===== src/rtl/acc_exec_pkg.sv =====
package acc_exec_pkg;

  localparam int DW  = 8;
  localparam int IW  = 12;
  localparam int NIB = DW / 2;
  localparam int BW  = $clog2(DW);

  typedef enum logic [4:0] {
    OP_NONE, OP_ADD, OP_SUB, OP_AND, OP_IOR, OP_XOR, OP_COM, OP_MOV,
    OP_DEC, OP_INC, OP_RL, OP_RR, OP_SWAP, OP_CLR, OP_MOVW,
    OP_BCLR, OP_BSET, OP_LMOV, OP_LIOR, OP_LAND, OP_LXOR
  } op_e;

  typedef struct packed {
    logic c;
    logic dc;
    logic z;
  } flag_t;

  typedef struct packed {
    op_e           op;
    logic          legal;
    logic          to_file;
    flag_t         upd;
    logic [BW-1:0] bitsel;
  } dec_t;

  // {carry out, nibble carry out, sum}
  function automatic logic [DW+1:0] add_nib(input logic [DW-1:0] a,
                                            input logic [DW-1:0] b,
                                            input logic cin);
    logic [NIB:0] lo;
    logic [DW:0]  full;
    lo   = {1'b0, a[NIB-1:0]} + {1'b0, b[NIB-1:0]} + {{NIB{1'b0}}, cin};
    full = {1'b0, a} + {1'b0, b} + {{DW{1'b0}}, cin};
    return {full[DW], lo[NIB], full[DW-1:0]};
  endfunction

  // Subtract as a + ~b + 1: carries equal "no borrow"
  function automatic logic [DW+1:0] sub_nib(input logic [DW-1:0] a,
                                            input logic [DW-1:0] b);
    return add_nib(a, ~b, 1'b1);
  endfunction

  function automatic flag_t flags_for(input op_e op);
    flag_t f;
    f = '0;
    case (op)
      OP_ADD, OP_SUB:       f = '{c: 1'b1, dc: 1'b1, z: 1'b1};
      OP_RL, OP_RR:         f = '{c: 1'b1, dc: 1'b0, z: 1'b0};
      OP_AND, OP_IOR, OP_XOR, OP_COM, OP_MOV, OP_DEC, OP_INC, OP_CLR,
      OP_LIOR, OP_LAND, OP_LXOR:
                            f = '{c: 1'b0, dc: 1'b0, z: 1'b1};
      default:              f = '0;
    endcase
    return f;
  endfunction

endpackage


===== src/rtl/acc_decoder.sv =====
module acc_decoder
  import acc_exec_pkg::*;
(
  input  logic [IW-1:0] instr,
  output dec_t          dec
);

  op_e  op;
  logic to_file;

  always_comb begin
    op      = OP_NONE;
    to_file = instr[5];
    case (instr[11:8])
      4'b0100: begin op = OP_BCLR; to_file = 1'b1; end
      4'b0101: begin op = OP_BSET; to_file = 1'b1; end
      4'b1100: begin op = OP_LMOV; to_file = 1'b0; end
      4'b1101: begin op = OP_LIOR; to_file = 1'b0; end
      4'b1110: begin op = OP_LAND; to_file = 1'b0; end
      4'b1111: begin op = OP_LXOR; to_file = 1'b0; end
      default: begin
        case (instr[11:6])
          6'b000111: op = OP_ADD;
          6'b000010: op = OP_SUB;
          6'b000101: op = OP_AND;
          6'b000100: op = OP_IOR;
          6'b000110: op = OP_XOR;
          6'b001001: op = OP_COM;
          6'b001000: op = OP_MOV;
          6'b000011: op = OP_DEC;
          6'b001010: op = OP_INC;
          6'b001101: op = OP_RL;
          6'b001100: op = OP_RR;
          6'b001110: op = OP_SWAP;
          6'b000001: begin
            if (instr[5])                  op = OP_CLR;
            else if (instr[4:0] == 5'd0)   op = OP_CLR;
            else                           op = OP_NONE;
          end
          6'b000000: begin
            if (instr[5]) op = OP_MOVW;
            else          op = OP_NONE;
          end
          default:   op = OP_NONE;
        endcase
      end
    endcase
  end

  assign dec.op      = op;
  assign dec.legal   = (op != OP_NONE);
  assign dec.to_file = to_file;
  assign dec.upd     = flags_for(op);
  assign dec.bitsel  = instr[7:5];

endmodule


===== src/rtl/acc_alu.sv =====
module acc_alu
  import acc_exec_pkg::*;
(
  input  op_e           op,
  input  logic [DW-1:0] opnd,
  input  logic [DW-1:0] w,
  input  logic [DW-1:0] lit,
  input  logic [BW-1:0] bitsel,
  input  logic          cin,
  output logic [DW-1:0] res,
  output logic          c_new,
  output logic          dc_new
);

  logic [DW+1:0] sum_w;
  logic [DW+1:0] dif_w;
  logic [DW-1:0] bmask;

  assign sum_w = add_nib(opnd, w, 1'b0);
  assign dif_w = sub_nib(opnd, w);
  assign bmask = {{(DW-1){1'b0}}, 1'b1} << bitsel;

  always_comb begin
    res    = '0;
    c_new  = cin;
    dc_new = 1'b0;
    case (op)
      OP_ADD:  begin res = sum_w[DW-1:0]; c_new = sum_w[DW+1]; dc_new = sum_w[DW]; end
      OP_SUB:  begin res = dif_w[DW-1:0]; c_new = dif_w[DW+1]; dc_new = dif_w[DW]; end
      OP_AND:  res = opnd & w;
      OP_IOR:  res = opnd | w;
      OP_XOR:  res = opnd ^ w;
      OP_COM:  res = ~opnd;
      OP_MOV:  res = opnd;
      OP_DEC:  res = opnd - 1'b1;
      OP_INC:  res = opnd + 1'b1;
      OP_RL:   begin res = {opnd[DW-2:0], cin}; c_new = opnd[DW-1]; end
      OP_RR:   begin res = {cin, opnd[DW-1:1]}; c_new = opnd[0]; end
      OP_SWAP: res = {opnd[NIB-1:0], opnd[DW-1:NIB]};
      OP_CLR:  res = '0;
      OP_MOVW: res = w;
      OP_BCLR: res = opnd & ~bmask;
      OP_BSET: res = opnd | bmask;
      OP_LMOV: res = lit;
      OP_LIOR: res = w | lit;
      OP_LAND: res = w & lit;
      OP_LXOR: res = w ^ lit;
      default: res = '0;
    endcase
  end

endmodule


===== src/rtl/acc_exec_unit.sv =====
module acc_exec_unit
  import acc_exec_pkg::*;
(
  input  logic          clk,
  input  logic          rst_n,
  input  logic          instr_valid,
  input  logic [IW-1:0] instr,
  input  logic [DW-1:0] file_rd_data,
  output logic [DW-1:0] w_out,
  output logic          c_flag,
  output logic          dc_flag,
  output logic          z_flag,
  output logic          dest_file,
  output logic          file_wr_en,
  output logic [DW-1:0] file_wr_data
);

  dec_t          dec;
  logic [DW-1:0] w_q;
  flag_t         st_q;
  logic [DW-1:0] alu_res;
  logic          alu_c;
  logic          alu_dc;

  // Named internal events
  logic op_legal;
  logic op_accept;
  logic w_we;
  logic c_we;
  logic dc_we;
  logic z_we;
  logic res_zero;

  acc_decoder u_dec (
    .instr (instr),
    .dec   (dec)
  );

  acc_alu u_alu (
    .op     (dec.op),
    .opnd   (file_rd_data),
    .w      (w_q),
    .lit    (instr[DW-1:0]),
    .bitsel (dec.bitsel),
    .cin    (st_q.c),
    .res    (alu_res),
    .c_new  (alu_c),
    .dc_new (alu_dc)
  );

  assign op_legal  = dec.legal;
  assign op_accept = instr_valid & op_legal;
  assign w_we      = op_accept & ~dec.to_file;
  assign c_we      = op_accept & dec.upd.c;
  assign dc_we     = op_accept & dec.upd.dc;
  assign z_we      = op_accept & dec.upd.z;
  assign res_zero  = (alu_res == '0);

  always_ff @(posedge clk) begin
    if (!rst_n) begin
      w_q  <= '0;
      st_q <= '0;
    end else begin
      if (w_we)  w_q     <= alu_res;
      if (c_we)  st_q.c  <= alu_c;
      if (dc_we) st_q.dc <= alu_dc;
      if (z_we)  st_q.z  <= res_zero;
    end
  end

  assign w_out        = w_q;
  assign c_flag       = st_q.c;
  assign dc_flag      = st_q.dc;
  assign z_flag       = st_q.z;
  assign dest_file    = dec.to_file;
  assign file_wr_en   = op_accept & dec.to_file;
  assign file_wr_data = alu_res;

endmodule


===== config.mk =====
export PLATFORM = sky130hd
export DESIGN_NAME = acc_exec_unit
export DESIGN_NICKNAME = d
export VERILOG_FILES = /design/src/rtl/acc_exec_pkg.sv /design/src/rtl/acc_decoder.sv /design/src/rtl/acc_alu.sv /design/src/rtl/acc_exec_unit.sv
export SDC_FILE = /design/constraint.sdc
export NUM_CORES = 1
export LEC_CHECK = 0
export ABC_AREA = 0
export BUFFER_PORTS_ARGS = -buffer_cell sky130_fd_sc_hd__buf_2
export CORE_MARGIN = 2
export CORE_UTILIZATION = 45
export CTS_BUF_LIST = sky130_fd_sc_hd__clkbuf_4 sky130_fd_sc_hd__clkbuf_8
export CTS_CLUSTER_SIZE = 12
export DETAILED_ROUTE_END_ITERATION = 10
export PLACE_DENSITY_LB_ADDON = 0.08
export SLEW_MARGIN = 20
export SYNTH_ARGS = -nofsm -noshare
export SYNTH_HDL_FRONTEND = slang
export SYNTH_HIERARCHICAL = 1
export SYNTH_SLANG_ARGS = --single-unit

===== constraint.sdc =====
create_clock -name clk -period 15.3 [get_ports clk]
set_input_delay 2.295 -clock clk [delete_from_list [all_inputs] [get_ports clk]]
set_output_delay 2.295 -clock clk [all_outputs]
set_load 0.02 [all_outputs]

==> reports/results.tsv <==
metric	value	unit
outcome	completed	
globalRouteOverflowTotal	0	
yosys.area_share.simple	0.3130	
post-route-period-util	0.6236	
net-switching-power	0.09664	mW
synthCells	440	
gr-usage-met2	0.4444	
power.share.combinational	0.665	
drv_slew	0	
first_global_vias	3083	
antenna_found_initial	0	
detail_route.wl_per_cell	19.86	um
fp-row-count	30	
drt_wl_total	10910	um
finalSetupTns	0	ps
crit_type	input pin to output pin	
worstSkewPairLatency	230	ps
utilization	0.5026	
leakage	1.463	nW
h-tree-depth	1	
yosys_register_bits	11	
grt_max_degree	29	
slew_headroom	0.3139	
switching_share	0.4928	
routabilityCongestion	0.9665	
start_kind	input pin	
ys_seq_area_frac	0.06785	
fmax	0.1048	GHz
met1_usage	0.3993	
cts_resized	0	
end_kind	output pin	
firstDrtPassIters	5	
drive_gt1_frac	0.1634	
n_antenna_cell	0	
ys_types	76	
area_growth	6.361	%
worstPathArrival	7250	ps
internal_power	0.09947	mW
drc_errors	0	
die_w	88.93	um
muxShareOfSynthArea	0.07864	
die_y	88.93	um
cts.path.max_buffers	2	
synth.cell_area	3246	um^2
ys_async_sr_fraction	0	
mostFrequentLayoutCells	43 x buf_2, 35 x nand2_1, 27 x nor2_1	
drt-initial-drc-count	333	
start_util	0.4725	
clock_skew	2.222	ps
finalSetupViolCount	0	
seq_power_share	0.180	
io_buffers	43	
synth_area_leaders	ha_1 8.9%, dfxtp_1 6.8%, mux2i_1 6.5%, xnor2_1 4.9%, nand2_1 4.0%	
synthXorXnorAreaFrac	0.06746	
vias_per_cell	6.413	
tritoncts	yes	
ctsHoldBuffers	0	
die_area	7908	um^2
vdd_drop_max	0.00001874	V
yosys.area_share.adder	0.1072	
p_clk_frac	0.155	
final_common_cell	buf_2	
syn_avg_cell_area	7.376	um^2
yosysTopAreaCell	ha_1	
fillers	721	
dpl.hpwl	8214	um
ys_warn_count	6	
cts_setup_buffers	0	
powerDensity	56.81	nW/um^2
min_path_type	flop to flop	
synth-edff-count	0	
antenna_left	0	
postSynth.topFlopCell	dfxtp_1	
cts.clk_slew.worst_paths	50	ps
grt_pass1_wl	16620	um
hold_violations	0	
cts_buffers	3	
drv_cap	0	
grt_most_used_layer	met2	
dr_total_vias	3521	
ios	44	
gr-usage-all-layers	0.2733	
crit_required	13010	ps
core	6869	um^2
synth_top_area_frac	0.08867	
crit_fanout	28	
period_needed	9542	ps
synth_compound_gate_area_share	0.2799	
synth_nets	489	
finalNetCount	503	
synth_top_family_by_area	simple AND/OR/NAND/NOR gates	
worstMarginPinSlew	1020	ps
met3_usage	0.01570	
rsz0062_at_grt	false	
clock-sinks	11	
cts_root_buf	clkbuf_8	
## registers in the layout, summed over array words and instances (netlist names)
name     flops
c_flag       1
dc_flag      1
w_out        8
z_flag       1
## per-layer routing
layer  vias to the layer above  wire [um]
met4                         0        158
met1                      1689       5081
met2                       143       5030
li1                       1673          -
met5                         -          0
met3                        16        634
## critical path, stage by stage
cell	delay (ps)
buf_2	130
nor3_1	430
a221oi_1	160
o41a_2	420
inv_1	620
nor4b_2	790
nand2_1	400
ha_1	440
o211ai_1	190
o21ai_0	170
o31ai_1	320
xnor2_1	130
a22oi_1	300
nand4_1	220
buf_2	220
## through the flow
step | cell area, um^2 | cells | hold slack [ps] | power [mW] | setup WS, ps
final | 3452 | 549 | 466.6 | 0.1961 | 5758
after global routing | 3452 | 549 | 507.3 | 0.2095 | 5367
after CTS | 3452 | 549 | 479.6 | 0.1946 | 5834
after detailed placement | 3403 | 545 | 468.1 | 0.1634 | 5860
after global placement | 3403 | 545 | 452.4 | 0.1622 | 5989
after floorplan | 3246 | 440 | 548.6 | 0.1292 | 7022
## power groups by stage
stage / Sequential, mW / Clock [mW] / Combinational [mW]
CTS: 0.0351 / 0.0311 / 0.128
finish: 0.0352 / 0.0305 / 0.130
global route: 0.0357 / 0.0327 / 0.141
floorplan: 0.0362 / 0 / 0.0930
detailed placement: 0.0357 / 0 / 0.128
global placement: 0.0356 / 0 / 0.127
## logic make-up after synthesis
logic type	after synthesis
compound gates	124
xor+xnor	25
fa+ha+maj	26
buf+inv	57
flops	11
mux	25
simple gates	172
## synth_stat cells (all sizes together) (3+ instances only)
| master | n |
|---|---|
| xor2 | 7 |
| a21o | 7 |
| nand4b | 3 |
| xnor2 | 18 |
| nand2 | 35 |
| o22ai | 9 |
| o211ai | 5 |
| a2bb2oi | 4 |
| fa | 3 |
| nand4 | 9 |
| o31ai | 3 |
| nor2 | 27 |
| nor4b | 6 |
| nor2b | 20 |
| a222oi | 3 |
| mux2 | 4 |
| ha | 23 |
| or2 | 3 |
| nor4 | 4 |
| mux2i | 21 |
| a21oi | 25 |
| or4 | 4 |
| nand3b | 7 |
| a211oi | 5 |
| clkbuf | 18 |
| a221o | 3 |
| a221oi | 7 |
| dfxtp | 11 |
| nor3 | 10 |
| and3b | 3 |
| and3 | 5 |
| buf | 20 |
| a32oi | 3 |
| o21ai | 18 |
| inv | 19 |
| or3 | 3 |
| o221ai | 3 |
| a22oi | 9 |
| nor3b | 5 |
| nand2b | 12 |
| nand3 | 8 |
## layout make-up
cell class | count | area, um^2 | share of cell area
repair buffers | 47 | 245.2 | 0.07104
flip-flops and latches | 11 | 220.2 | 0.06379
clock buffers | 4 | 48.80 | 0.01414
multi-input cells | 372 | 2746 | 0.7956
inverters | 19 | 71.32 | 0.02066
well taps | 96 | 120.1 | 0.03480
## final timing paths
check / from / to / slack, ps / cells past startpoint
max reg2reg: w_out[2] / z_flag / 12260 / 9
max: instr[0] / file_wr_data[7] / 5760 / 15
min: z_flag / z_flag / 470 / 2
min reg2reg: z_flag / z_flag / 470 / 2
(Power assumes the default switching activity.)
